### src/rtl/psr_pkg.sv
package psr_pkg;
  localparam int unsigned PSR_W  = 32;
  localparam int unsigned ASID_W = 8;

  // status bit positions
  localparam int unsigned B_UX   = 5;
  localparam int unsigned B_SX   = 6;
  localparam int unsigned B_KX   = 7;
  localparam int unsigned B_MODE = 3;
  localparam int unsigned B_NMI  = 19;
  localparam int unsigned B_SRST = 20;
  localparam int unsigned B_MX   = 24;
  localparam int unsigned B_CU   = 28;

  // thread-status bit positions
  localparam int unsigned T_ASID = 0;
  localparam int unsigned T_MODE = 9;
  localparam int unsigned T_MX   = 27;
  localparam int unsigned T_CU   = 28;

  typedef logic [PSR_W-1:0]  psr_word_t;
  typedef logic [ASID_W-1:0] asid_t;

  // enable chain: kernel gates supervisor, supervisor gates user
  function automatic psr_word_t chain_fix(psr_word_t v);
    psr_word_t o;
    logic k, s, u;
    k = v[B_KX];
    s = v[B_SX] & k;
    u = v[B_UX] & s;
    o = v;
    o[B_KX] = k;
    o[B_SX] = s;
    o[B_UX] = u;
    return o;
  endfunction

  // revision-6 mask restrictions
  function automatic psr_word_t r6_mask(psr_word_t m, psr_word_t v, logic sup);
    psr_word_t o;
    o = m;
    if (sup && (m[B_MODE +: 2] == 2'b11) && (v[B_MODE +: 2] == 2'b11))
      o[B_MODE +: 2] = 2'b00;
    if (v[B_SRST]) o[B_SRST] = 1'b0;
    if (v[B_NMI])  o[B_NMI]  = 1'b0;
    return o;
  endfunction

  function automatic psr_word_t merge(psr_word_t old, psr_word_t v, psr_word_t m);
    return (old & ~m) | (v & m);
  endfunction

  function automatic logic [2:0] revoked(psr_word_t old, psr_word_t nw);
    return old[B_KX:B_UX] & ~nw[B_KX:B_UX];
  endfunction

  function automatic psr_word_t thread_sel_mask();
    psr_word_t m;
    m = '0;
    m[T_CU +: 4]       = 4'hF;
    m[T_MX]            = 1'b1;
    m[T_MODE +: 2]     = 2'b11;
    m[T_ASID +: ASID_W] = '1;
    return m;
  endfunction

  function automatic psr_word_t thread_fields(psr_word_t st, asid_t asid);
    psr_word_t t;
    t = '0;
    t[T_CU +: 4]        = st[B_CU +: 4];
    t[T_MX]             = st[B_MX];
    t[T_MODE +: 2]      = st[B_MODE +: 2];
    t[T_ASID +: ASID_W] = asid;
    return t;
  endfunction
endpackage

### src/rtl/psr_write_filter.sv
module psr_write_filter
  import psr_pkg::*;
(
  input  psr_word_t  old_st,
  input  psr_word_t  wr_data,
  input  psr_word_t  wr_mask,
  input  logic       rev6,
  input  logic       sup_ok,
  output psr_word_t  next_st,
  output logic [2:0] revoke
);
  psr_word_t data_fixed;
  psr_word_t mask_eff;

  always_comb begin
    if (rev6) begin
      data_fixed = chain_fix(wr_data);
      mask_eff   = r6_mask(wr_mask, wr_data, sup_ok);
    end else begin
      data_fixed = wr_data;
      mask_eff   = wr_mask;
    end
  end

  assign next_st = merge(old_st, data_fixed, mask_eff);
  assign revoke  = revoked(old_st, next_st);
endmodule

### src/rtl/psr_flush_gen.sv
module psr_flush_gen (
  input  logic       clk,
  input  logic       rst,
  input  logic       wr_en,
  input  logic [2:0] revoke,
  output logic       flush_req
);
  logic revoke_any;
  assign revoke_any = |revoke;

  always_ff @(posedge clk) begin
    if (rst) flush_req <= 1'b0;
    else     flush_req <= wr_en & revoke_any;
  end

  // a pulse only follows a write
  a_r7_after_write: assert property (@(posedge clk) disable iff (rst)
    flush_req |-> $past(wr_en));
endmodule

### src/rtl/psr_thread_mirror.sv
module psr_thread_mirror
  import psr_pkg::*;
(
  input  logic      clk,
  input  logic      rst,
  input  logic      wr_en,
  input  logic      mt_en,
  input  psr_word_t st_new,
  input  asid_t     cur_asid,
  output psr_word_t thread_q
);
  psr_word_t sel_mask;
  psr_word_t fields;
  logic      mirror_fire;

  assign sel_mask    = thread_sel_mask();
  assign fields      = thread_fields(st_new, cur_asid);
  assign mirror_fire = wr_en & mt_en;

  always_ff @(posedge clk) begin
    if (rst)              thread_q <= '0;
    else if (mirror_fire) thread_q <= (thread_q & ~sel_mask) | fields;
  end

  a_r8_asid_copy: assert property (@(posedge clk) disable iff (rst)
    (wr_en && mt_en) |=> thread_q[T_ASID +: ASID_W] == $past(cur_asid));

  a_r9_no_mirror: assert property (@(posedge clk) disable iff (rst)
    !mt_en |=> $stable(thread_q));
endmodule

### src/rtl/psr_write_unit.sv
module psr_write_unit
  import psr_pkg::*;
#(
  parameter logic [31:0] RST_VAL = 32'h001000E0
) (
  input  logic        clk,
  input  logic        rst,
  input  logic        wr_en,
  input  logic [31:0] wr_data,
  input  logic [31:0] wr_mask,
  input  logic        rev6,
  input  logic        sup_ok,
  input  logic        mt_en,
  input  logic [7:0]  cur_asid,
  output logic [31:0] status_q,
  output logic [31:0] thread_q,
  output logic        flush_req
);
  psr_word_t  next_st;
  logic [2:0] revoke;

  psr_write_filter u_filter (
    .old_st (status_q),
    .wr_data(wr_data),
    .wr_mask(wr_mask),
    .rev6   (rev6),
    .sup_ok (sup_ok),
    .next_st(next_st),
    .revoke (revoke)
  );

  always_ff @(posedge clk) begin
    if (rst)        status_q <= RST_VAL;
    else if (wr_en) status_q <= next_st;
  end

  psr_flush_gen u_flush (
    .clk      (clk),
    .rst      (rst),
    .wr_en    (wr_en),
    .revoke   (revoke),
    .flush_req(flush_req)
  );

  psr_thread_mirror u_mirror (
    .clk     (clk),
    .rst     (rst),
    .wr_en   (wr_en),
    .mt_en   (mt_en),
    .st_new  (next_st),
    .cur_asid(cur_asid),
    .thread_q(thread_q)
  );

  a_r2_plain_write: assert property (@(posedge clk) disable iff (rst)
    (wr_en && !rev6) |=> status_q ==
      (($past(status_q) & ~$past(wr_mask)) | ($past(wr_data) & $past(wr_mask))));

  a_r3_hold: assert property (@(posedge clk) disable iff (rst)
    !wr_en |=> ($stable(status_q) && !flush_req));

  a_r4_chain: assert property (@(posedge clk) disable iff (rst)
    (wr_en && rev6 && (wr_mask[7:5] == 3'b111)) |=>
      ((!status_q[6] || status_q[7]) && (!status_q[5] || status_q[6])));

  a_r5_mode_reject: assert property (@(posedge clk) disable iff (rst)
    (wr_en && rev6 && sup_ok && (wr_mask[4:3] == 2'b11) && (wr_data[4:3] == 2'b11))
      |=> status_q[4:3] == $past(status_q[4:3]));

  a_r6_clear_only: assert property (@(posedge clk) disable iff (rst)
    (wr_en && rev6) |=> (!$rose(status_q[20]) && !$rose(status_q[19])));

  a_r7_flush_cause: assert property (@(posedge clk) disable iff (rst)
    flush_req |-> (($past(status_q[7:5]) & ~status_q[7:5]) != 3'b000));
endmodule

### config.mk
export PLATFORM = sky130hd
export DESIGN_NAME = psr_write_unit
export DESIGN_NICKNAME = d
export VERILOG_FILES = /design/src/rtl/psr_pkg.sv /design/src/rtl/psr_write_filter.sv /design/src/rtl/psr_flush_gen.sv /design/src/rtl/psr_thread_mirror.sv /design/src/rtl/psr_write_unit.sv
export SDC_FILE = /design/constraint.sdc
export NUM_CORES = 1
export LEC_CHECK = 0
export ABC_AREA = 1
export BUFFER_PORTS_ARGS = -buffer_cell sky130_fd_sc_hd__buf_4
export CORE_ASPECT_RATIO = 2
export CORE_MARGIN = 2
export CORE_UTILIZATION = 40
export CTS_BUF_LIST = sky130_fd_sc_hd__clkbuf_4
export CTS_CLUSTER_SIZE = 14
export DETAILED_ROUTE_END_ITERATION = 8
export GPL_TIMING_DRIVEN = 1
export PLACE_DENSITY = 0.79
export SYNTH_ARGS = -nofsm -noshare
export SYNTH_HDL_FRONTEND = slang
export SYNTH_SLANG_ARGS = --single-unit
### constraint.sdc
create_clock -name clk -period 0.9 [get_ports clk]
set_input_delay 0.045 -clock clk [delete_from_list [all_inputs] [get_ports clk]]
set_output_delay 0.045 -clock clk [all_outputs]
set_load 0.01 [all_outputs]
Word level (Yosys, flattened, before mapping)
Index checks and enable logic that the tools add are counted.

Bits in registers: 65. Bits in latches: 0. Bits in writable memories: 0. ROM bits: 0. Input port bits: 78. Output and inout bits: 65. Memories kept: 0.

Add/sub/neg operators: 0. Multiply operators: 0. Divide/modulo/power cells: 0. Order comparisons: 0. Equal/unequal tests: 2. Shifts and indexed selects: 0. Multiplexer cells: 5. Bitwise logic cells: 11. Reductions and logical operators: 3.

Operators with widths (count): bitwise AND 32 bit (2); NOT 32 bit (1); OR 27 x 32 -> 32 bit (1); OR 32 bit (1); two-way mux 21 bit (1); two-way mux 7 bit (1); bitwise AND 1 bit (4); equality test 2 bit (second input constant) (2); bitwise AND 3 bit (1); NOT 3 bit (1); OR reduction 3 bit (1); logical AND 1 bit (2); two-way mux 1 bit (2); two-way mux 2 bit (1).

Longest topological paths before layout
Gate-level depths: netlist of run 1.

Word-level depth: 12. Gate-level depth with buffers: 8. Depth with buffers taken out: 8.

By module
Synthesis of run 1 repeated with hierarchy kept, for this count alone.

Cell total of the unflattened synthesis: 378. Area total of the unflattened synthesis: 2622.5 um^2.

By module, submodules not included: psr_write_unit (instances 1, cells each 196, area each 1347.5 um^2, seq. area each 640.6 um^2); psr_thread_mirror (instances 1, cells each 114, area each 773.2 um^2, seq. area each 300.3 um^2); psr_write_filter (instances 1, cells each 62, area each 455.4 um^2, seq. area each 0.0 um^2); psr_flush_gen (instances 1, cells each 6, area each 46.3 um^2, seq. area each 20.0 um^2).

Worst setup path before layout of run 1
No wires, ideal clock.

Path type: register to register. From: reg status_q[24]. To: reg status_q[24]. Setup time: 0.116 ns. Arrival time: 0.781 ns. Data required time: 0.784 ns. Path slack: 0.003 ns. Stages on the path, launching flop included: 5. Buffers on the path: 0. Period minus slack after synthesis: 0.897 ns. Cell sequence: dfxtp_1 > o21ai_0 > nand2_1 > o211ai_1 > inv_1.

Cells in the longest elaborated chain, start to end: 2.

RTL lines: start, declared (line psr_write_unit.sv:15) `output logic [31:0] status_q,`; start signal, assigned (line psr_write_unit.sv:34) `else if (wr_en) status_q <= next_st;`; bitwise AND 32 bit (line psr_pkg.sv:50) `return (old & ~m) | (v & m);`; OR 32 bit (line psr_pkg.sv:50).

No other way between the ends. A chain may end at the register's enable or synchronous reset.

Worst setup path after layout of run 1
From: reg status_q[28]. To: out status_q[28].

No word-level cell between the ends.

==> results.cfg, run 1 <==
[hold_path]
worst_hold_startpoint = wr_mask[20]
min_path_cells = 4
hold_path_class = in2reg
min_to = status_q[20]

[synth]
synth.yosys.seq_area_share_pct = 44.2
synth_most_common_cell = sky130_fd_sc_hd__nand2_1
synth-main-ff-cell = sky130_fd_sc_hd__dfxtp_1
syn_inst = 294
netlist_top_cells_area = sky130_fd_sc_hd__dfxtp_1, sky130_fd_sc_hd__nand2_1, sky130_fd_sc_hd__buf_4
synth-seq-cells = 48
syn_area_mm2 = 0.00218
synth.distinct_cells = 22
synth_commonest_cells = sky130_fd_sc_hd__nand2_1, sky130_fd_sc_hd__dfxtp_1, sky130_fd_sc_hd__nor2_1
synthDominantCellAreaShare_pct = 44.2
postSynthAreaPerCell_um2 = 7.40
fraction_of_registers_with_async_set_reset_pct = 0
area_leader_netlist = sky130_fd_sc_hd__dfxtp_1
synth_enable_flop_cells = 0
ys_warn_count = 0

[critical_path]
worst-r2r-setup-slack_ns = 0.04
path_max_fanout = 3
worst_r2r_start = status_q[3]
startpoint_type = flop
crit_path_cell_trace = buf_6
library_cell_contributing_the_largest_single_delay_on_the_critical_path = sky130_fd_sc_hd__dfxtp_2
worstReg2RegEnd = u_mirror.thread_q[9]
arrival_ns = 0.85
worst-path-buf-inv = 1
worstSetupPathType = reg2out
crit_required_ns = 0.85
worst_path_largest_cell_delay_ns = 0.38
critical_path.top_delay_family = flip-flops
timing.critical_path.to_type = output pin
worst_r2r_path_depth = 5

[finish]
final_nets = 563
syn2layout_area_growth_pct = 86.4
drive_above_1_share_pct = 43.8
num_antenna_cells = 0

[cts]
clkLatencyLatePin_ns = 0.35
tritoncts = yes
cts_inserted_buffers = 5
clk_root_buffer_cell = sky130_fd_sc_hd__clkbuf_4
cts.path.max_buffers = 2
path_clk_slew_ns = 0.13
cts_max_level = 2
cts_sinks = 48

[timing]
fin_ws_ns = 0.00245
worst_setup_skew_after_layout_ns = 0.00571
finalCriticalPeriod_ns = 0.898
finalCritPeriodShare_pct = 99.7
final.setup.tns_ns = 0
timing.final.setup_violations = 0
setup_repair_after_global_routing_missed_its_margin = yes
final_hold_viol_count = 0
timing.final.max_slew_violations = 0
max_freq_ghz = 1.11

[drt]
count_of_vias_placed_by_the_detailed_router = 2507
vias_per_cell = 4.61
drt_wl_total_um = 6950
drtPass1Iterations = 4
avgRoutedWirePerCell_um = 12.8
detailedRoute.firstIterationViolations = 157
drt_drc_violations_left = 0
ant_nets = 0

[floorplanning]
die_h_um = 108
pin_count = 143
die_x_um = 56.2
die_area_mm2 = 0.00608
start_util_pct = 40.9
core_area_mm2 = 0.00533
placement_rows = 38

[pwr]
power.density_mw_per_mm2 = 1210
static-leakage-power_uw = 0.00197
report.power.total_uw = 4920
peakVddDrop_uv = 1570

[global_routing]
gr-max-usage-layer = met2
grt_pass1_vias = 2368
met1_usage_grt_pct = 24.5
global_route.overflow_total = 0
gr_layer_usage_met2_pct = 37.3
grt_antenna_before_repair = 0
grt_pass1_wl_um = 10300
grt_start_max_net_pins = 35
global_route.usage.total_pct = 21.4
grt_use_met3_pct = 6.82

[placed_design]
place_hpwl_um = 4020
routability_congestion_estimate = 0.804
placement.io_buffers = 125
dp_worst_setup_slack_ns = 0.0126

[run_status]
run_status = complete, no violations

[run]
maxCapViolations = 0
logic make-up after synthesis:
group                  after synthesis  synth area share [%]
and+or+nand+nor                    134                  25.1
other                                1                 0.172
DFF                                 48                  44.2
AOI/OAI and AO/OA                   58                  16.2
buffers and inverters               53                  14.3
layout by cell type (no fill, tap or decap), types with 2 or more instances in the layout:
| cell | count |
|---|---|
| sky130_fd_sc_hd__o211ai_1 | 6 |
| sky130_fd_sc_hd__clkbuf_4 | 5 |
| sky130_fd_sc_hd__nor2_1 | 29 |
| sky130_fd_sc_hd__inv_1 | 20 |
| sky130_fd_sc_hd__nand2_1 | 75 |
| sky130_fd_sc_hd__dlygate4sd3_1 | 53 |
| sky130_fd_sc_hd__dfxtp_2 | 46 |
| sky130_fd_sc_hd__dfxtp_1 | 2 |
| sky130_fd_sc_hd__a21oi_2 | 5 |
| sky130_fd_sc_hd__o21ai_0 | 11 |
| sky130_fd_sc_hd__buf_12 | 4 |
| sky130_fd_sc_hd__buf_6 | 45 |
| sky130_fd_sc_hd__a21oi_1 | 22 |
| sky130_fd_sc_hd__nand3_1 | 28 |
| sky130_fd_sc_hd__o21ai_1 | 6 |
| sky130_fd_sc_hd__o21ai_2 | 5 |
| sky130_fd_sc_hd__conb_1 | 17 |
| sky130_fd_sc_hd__buf_4 | 97 |
worst max-delay path by stage:
stage / startpoint / endpoint / slack [ns] / cells past startpoint
after global routing: status_q[28] / status_q[28] / -0.05 / 1
after floorplan: status_q[24] / status_q[24] / 0.003 / 4
after detailed placement: status_q[30] / status_q[30] / 0.01 / 4
after CTS: u_mirror.thread_q[28] / thread_q[28] / 0.0005 / 1
after global placement: status_q[7] / u_flush.flush_req / 0.03 / 5
final: status_q[28] / status_q[28] / 0.002 / 1
registers in the layout, summed over array words and instances, names as in the netlist:
name,flops
u_mirror.thread_q,15
status_q,32
u_flush.flush_req,1
per-stage QoR:
step	cell area (µm²)	hold slack [ns]	utilization (%)	instances
floorplan	2240	0.181	-	310
global placement	3160	0.280	59.4	476
detailed placement	3160	0.280	59.4	476
CTS	3830	0.00379	72.0	539
global route	4060	0.0223	76.2	544
finish	4060	0.0151	76.2	544
power by group:
group          internal, µW  switching (µW)
logic                   812             547
registers              2280            93.7
clock network           557             638
cell type report:
| cell class | count | area (µm²) |
|---|---|---|
| clock buffer | 5 | 37.5 |
| clock inverter | 1 | 30.0 |
| fill | 371 | 1270 |
| inverter | 22 | 85.1 |
| multi-input combinational | 209 | 963 |
| sequential | 48 | 1020 |
| tap | 60 | 75.1 |
| timing repair buffer | 199 | 1850 |
routing by layer:
layer / routed length (µm) / vias up
met4: 92 / 0
met3: 647 / 7
li1: - / 1290
met1: 2650 / 1091
met5: 0 / -
met2: 3560 / 119
what timing repair did:
| item | 4_1_cts | 5_1_grt |
|---|---|---|
| setup buffers | 4 | 5 |
| hold endpoints to repair | 33 | 0 |
| hold buffers | 53 | 0 |
| resized for setup | 24 | 73 |
| pin swaps | 0 | 0 |
| setup endpoints to repair | 19 | 54 |
(Power assumes the default switching activity.)
==> run 2: changes to the inputs <==
--- a/config.mk
+++ b/config.mk
@@ -7,14 +7,17 @@
 export LEC_CHECK = 0
 export ABC_AREA = 1
 export BUFFER_PORTS_ARGS = -buffer_cell sky130_fd_sc_hd__buf_4
+export CELL_PAD_IN_SITES_DETAIL_PLACEMENT = 0
+export CELL_PAD_IN_SITES_GLOBAL_PLACEMENT = 1
 export CORE_ASPECT_RATIO = 2
 export CORE_MARGIN = 2
-export CORE_UTILIZATION = 40
+export CORE_UTILIZATION = 29
 export CTS_BUF_LIST = sky130_fd_sc_hd__clkbuf_4
 export CTS_CLUSTER_SIZE = 14
 export DETAILED_ROUTE_END_ITERATION = 8
 export GPL_TIMING_DRIVEN = 1
-export PLACE_DENSITY = 0.79
+export PLACE_DENSITY = 0.85
 export SYNTH_ARGS = -nofsm -noshare
 export SYNTH_HDL_FRONTEND = slang
 export SYNTH_SLANG_ARGS = --single-unit
+export TNS_END_PERCENT = 50
==> run 2 against run 1 <==
Against the previous run:
- the flow now finishes with violations (negative setup slack)
- via count grew 5.4%
- final area grew 2.6%
- sequential power is essentially flat
- hold slack lost 0.0095 ns
- critical path depth grew 1
- final cell count grew 6.8%
- first-iteration DRC count shrank 43%
- clock-buffer cell count is the same
- clock power grew 13%
- utilization shrank 19 points
- clock skew grew 0.0043 ns
- combinational power is essentially flat
- largest power group unchanged
- highest routed layer unchanged
==> results.cfg, run 2 (synthesis results as in run 1) <==
[pwr]
share_clk_of_total_power_pct = 26.3
switching_share_pct = 27.3
peakVddDrop_uv = 920
total_switching_power_uw = 1390
power.density_mw_per_mm2 = 1220
report.power.total_uw = 5090
power_report.internal_total_uw = 3690
pwr-share-seq_pct = 46.7
static-leakage-power_uw = 0.00199
comb_power_share_pct = 27.0

[placed_design]
routability_congestion_estimate = 0.741
place_hpwl_um = 4770
placement.io_buffers = 125
placedInstanceArea_mm2 = 0.00319

[critical_path]
startpoint_type = flop
path_max_fanout = 2
critical_path.most_common_cell = sky130_fd_sc_hd__buf_6
crit_path_cell_trace = buf_6 > buf_6
arrival_ns = 0.93
timing.critical_path.to_type = output pin
crit_required_ns = 0.85
library_cell_contributing_the_largest_single_delay_on_the_critical_path = sky130_fd_sc_hd__dfxtp_2
worst_path_largest_cell_delay_ns = 0.35
worstSetupPathType = reg2out

[floorplanning]
die_x_um = 65.3
core_area_mm2 = 0.00727
die_area_mm2 = 0.00825
die_h_um = 127
pin_count = 143
placement_rows = 44
start_util_pct = 29.9

[finish]
final_nets = 566
largest_register = status_q
largest_registers = status_q: 32 flops, u_mirror.thread_q: 15 flops, u_flush.flush_req: 1 flops
final_cell_area_mm2 = 0.00416
drive_above_1_share_pct = 44.2
final_cell_mix = sky130_fd_sc_hd__buf_4, sky130_fd_sc_hd__nand2_1, sky130_fd_sc_hd__dlygate4sd3_1
largest_register_ffs = 32
num_antenna_cells = 0
syn2layout_area_growth_pct = 91.1
final_common_cell = sky130_fd_sc_hd__buf_4

[timing]
finalCritPeriodShare_pct = 109
final_hold_viol_count = 0
timing.final.max_slew_violations = 0
setup_repair_after_global_routing_missed_its_margin = yes
worst_setup_skew_after_layout_ns = 0.0100
final.setup.tns_ns = -0.139
max_freq_ghz = 1.02
fin_ws_ns = -0.0785
timing.final.setup_violations = 5
finalCriticalPeriod_ns = 0.979

[cts]
cts_max_level = 2
clkLatencyLatePin_ns = 0.38
path_clk_slew_ns = 0.13
cts_sinks = 48
clk_root_buffer_cell = sky130_fd_sc_hd__clkbuf_4
cts_inserted_buffers = 5
tritoncts = yes
cts.path.max_buffers = 2

[drt]
avgRoutedWirePerCell_um = 12.5
vias_per_cell = 4.55
drt_wl_total_um = 7240
count_of_vias_placed_by_the_detailed_router = 2642
drtPass1Iterations = 4
ant_nets = 0
detailedRoute.firstIterationViolations = 89
drt_drc_violations_left = 0

[global_routing]
grt_antenna_before_repair = 0
grt_use_met3_pct = 3.63
grt_pass1_wl_um = 11700
gr-max-usage-layer = met2
global_route.overflow_total = 0
gr_layer_usage_met2_pct = 35.5
grt_pass1_vias = 2578
global_route.usage.total_pct = 18.1
grt_start_max_net_pins = 29
met1_usage_grt_pct = 16.1

[run_status]
failed_checks = negative setup slack
run_status = finished with violations

[run]
maxCapViolations = 0

[hold_path]
hold_path_class = in2reg
[run 2: cell types whose count changed in the layout (fill, tap and decap cells not counted), sizes merged]
cell	delta
clkinvlp	+1
dlygate4sd3	+5
inv	+1
buf	-2
[run 2: power groups by stage]
stage	logic [µW]	clock network (µW)	registers, µW
after CTS	1330	1430	2360
after floorplan	450	0	2430
final	1370	1340	2370
after detailed placement	1040	0	2380
after global placement	1030	0	2370
after global routing	1500	1500	2390
[run 2: metrics by stage]
| step | utilization, % | std cells | hold slack, ns | setup WS, ns |
|---|---|---|---|---|
| after floorplan | - | 310 | 0.181 | 0.00285 |
| after global placement | 43.9 | 508 | 0.282 | 0.0658 |
| after CTS | 56.1 | 580 | 0.0224 | -0.105 |
| final | 57.2 | 581 | 0.00559 | -0.0785 |
| after detailed placement | 43.9 | 508 | 0.285 | 0.0163 |
| after global routing | 57.2 | 581 | 0.00633 | -0.123 |
[run 2: routing by layer]
layer / wire length [µm] / up-vias
li1: - / 1298
met1: 2300 / 1214
met2: 4260 / 103
met3: 339 / 27
met4: 336 / 0
met5: 0 / -
[run 2: timing repair]
action                                  4_1_cts  5_1_grt
resized for setup                            73       32
hold endpoints to repair                     39        0
pin swaps                                     1        1
endpoints found under the setup margin       51       56
hold buffers                                 58        0
buffers inserted                              6        1
cloned                                        0        0
[run 2: final timing paths]
check | startpoint | to | slack (ns) | depth (start not counted)
max | status_q[7] | status_q[7] | -0.08 | 2
min | wr_mask[31] | status_q[31] | 0.006 | 5
max reg2reg | status_q[7] | u_flush.flush_req | 0 | 5
min reg2reg | status_q[23] | status_q[23] | 0.47 | 2
[run 2: layout make-up]
class / instances / area [µm²]
Clock inverter: 3 / 46.3
Tap cell: 92 / 115
Inverter: 22 / 85.1
Timing Repair Buffer: 202 / 1880
Sequential cell: 48 / 1020
Fill cell: 665 / 3110
Clock buffer: 5 / 37.5
Multi-Input combinational cell: 209 / 971
[run 2: critical path: cells and delay by family (launching register included)]
| family | cells | cell delay [ns] |
|---|---|---|
| flip-flops | 1 | 0.35 |
| buffers and inverters | 2 | 0.22 |
==> run 3: changes to the inputs <==
--- a/config.mk
+++ b/config.mk
@@ -12,7 +12,7 @@
 export CORE_ASPECT_RATIO = 2
 export CORE_MARGIN = 2
 export CORE_UTILIZATION = 29
-export CTS_BUF_LIST = sky130_fd_sc_hd__clkbuf_4
+export CTS_BUF_LIST = sky130_fd_sc_hd__clkbuf_2 sky130_fd_sc_hd__clkbuf_4 sky130_fd_sc_hd__clkbuf_8
 export CTS_CLUSTER_SIZE = 14
 export DETAILED_ROUTE_END_ITERATION = 8
 export GPL_TIMING_DRIVEN = 1
==> run 3 against run 2 <==
Against the previous run:
- the run now ends clean
- sequential power barely moved
- global-route usage shrank 1.0 points
- routed wire length shrank 7.0%
- sequential share of layout area grew 1.2 points
- critical path depth decreased by 1
- final area decreased by 9.0%
- non-clock buffer count shrank 19
- critical path type unchanged
==> results.cfg, run 3 (synthesis results as in run 1) <==
[run_status]
run_status = complete, no violations

[timing]
max_freq_ghz = 1.17
finalCriticalPeriod_ns = 0.853
timing.final.max_slew_violations = 0
worst_setup_skew_after_layout_ns = 0.00539
final.setup.tns_ns = 0
final_hold_viol_count = 0
finalCritPeriodShare_pct = 94.8
holdWs_ns = 0.0114
setup_repair_after_global_routing_missed_its_margin = yes
timing.final.setup_violations = 0

[global_routing]
gr_layer_usage_met2_pct = 33.3
grt_antenna_before_repair = 0
grt_use_met3_pct = 3.28
global_route.usage.total_pct = 17.1
gr-max-usage-layer = met2
grt_start_max_net_pins = 29
met1_usage_grt_pct = 15.6
grt_pass1_wl_um = 11100
grt_pass1_vias = 2445
global_route.overflow_total = 0

[floorplanning]
pin_count = 143
core_area_mm2 = 0.00727
placement_rows = 44
die_x_um = 65.3
die_h_um = 127
die_area_mm2 = 0.00825
start_util_pct = 29.9

[finish]
drive_above_1_share_pct = 36.0
layoutNonFillerInstCount = 562
final_cell_utilization_of_the_core_pct = 52.1
final_nets = 547
syn2layout_area_growth_pct = 74.0
nFillCells = 730
largest_registers = status_q: 32 flops, u_mirror.thread_q: 15 flops, u_flush.flush_req: 1 flops
largest_register_ffs = 32
final_cell_mix = sky130_fd_sc_hd__buf_4, sky130_fd_sc_hd__nand2_1, sky130_fd_sc_hd__dlygate4sd3_1
largest_register = status_q
num_antenna_cells = 0
final_common_cell = sky130_fd_sc_hd__buf_4

[drt]
avgRoutedWirePerCell_um = 12.0
detailedRoute.firstIterationViolations = 104
ant_nets = 0
drtPass1Iterations = 4
vias_per_cell = 4.46
count_of_vias_placed_by_the_detailed_router = 2507
drt_drc_violations_left = 0
drt_wl_total_um = 6730

[pwr]
switching_share_pct = 26.7
static-leakage-power_uw = 0.00185
pwr-share-seq_pct = 45.2
power_report.internal_total_uw = 3780
share_clk_of_total_power_pct = 31.4
total_switching_power_uw = 1380
report.power.total_uw = 5160
comb_power_share_pct = 23.4
power.density_mw_per_mm2 = 1360
peakVddDrop_uv = 911

[cts]
cts_sinks = 48
cts_inserted_buffers = 5
post-cts-setup-buffers = 0
tritoncts = yes
path_clk_slew_ns = 0.10
clkLatencyLatePin_ns = 0.31
clk_root_buffer_cell = sky130_fd_sc_hd__clkbuf_8
cts.path.max_buffers = 2
cts_max_level = 2

[placed_design]
routability_congestion_estimate = 0.741
placed_cells = 508
placement.io_buffers = 125
place_hpwl_um = 4770

[critical_path]
worst-path-buf-inv = 1
worstReg2RegEnd = status_q[24]
worst_path_largest_cell_delay_ns = 0.36
critical_path.top_delay_family = flip-flops
timing.critical_path.to_type = output pin
arrival_ns = 0.81
crit_required_ns = 0.85
worst_r2r_path_depth = 4
startpoint_type = flop
worst-r2r-setup-slack_ns = 0.08
worstSetupPathType = reg2out
worst_r2r_start = status_q[24]
crit_path_cell_trace = buf_4
path_max_fanout = 3
library_cell_contributing_the_largest_single_delay_on_the_critical_path = sky130_fd_sc_hd__dfxtp_1

[run]
maxCapViolations = 0

[hold_path]
worst_hold_startpoint = wr_data[15]
hold_path_class = in2reg
min_path_cells = 3
min_to = status_q[15]
## run 3: cell types whose count changed in the layout (fill, tap and decap cells not counted), sizes merged
cell / delta
buf: -8
dlygate4sd3: -11
## run 3: cell type report
type | count | area [µm²] | area share (%)
clock inverters | 3 | 46.3 | 1.22
inverters | 22 | 85.1 | 2.25
flip-flops and latches | 48 | 975 | 25.7
clock buffers | 5 | 68.8 | 1.82
repair buffers | 183 | 1530 | 40.5
multi-input cells | 209 | 963 | 25.4
well taps | 92 | 115 | 3.04
## run 3: timing repair
action                                 CTS  global route
setup endpoints to repair                4            18
endpoints found under the hold margin   29             0
gates resized for setup                  4            14
hold buffers                            47             0
## run 3: worst max-delay path by stage
stage                     depth (start not counted)           end                  start
after global placement                            4  status_q[31]           status_q[31]
after global routing                              4  status_q[31]           status_q[31]
after CTS                                         1  thread_q[30]  u_mirror.thread_q[30]
after floorplan                                   4  status_q[24]           status_q[24]
final                                             1   status_q[5]            status_q[5]
after detailed placement                          4  status_q[28]           status_q[28]
## run 3: metal layers
layer  up-vias  wire [µm]
li1       1259          -
met1      1132       2210
met2        93       3870
met3        23        341
met4         0        306
met5         -          0
## run 3: power groups by stage
stage / clock network [µW] / registers, µW / logic, µW
3_5_place_dp: 0 / 2380 / 1040
6_report: 1620 / 2340 / 1210
4_1_cts: 1700 / 2330 / 1210
5_1_grt: 1760 / 2350 / 1330
2_1_floorplan: 0 / 2430 / 450
3_3_place_gp: 0 / 2370 / 1030
## run 3: through the flow
| stage | setup slack (ns) | cell area [µm²] |
|---|---|---|
| after floorplan | 0.00285 | 2240 |
| after CTS | 0.000863 | 3770 |
| after global placement | 0.0658 | 3190 |
| after detailed placement | 0.0163 | 3190 |
| final | 0.0468 | 3790 |
| after global routing | -0.000499 | 3790 |
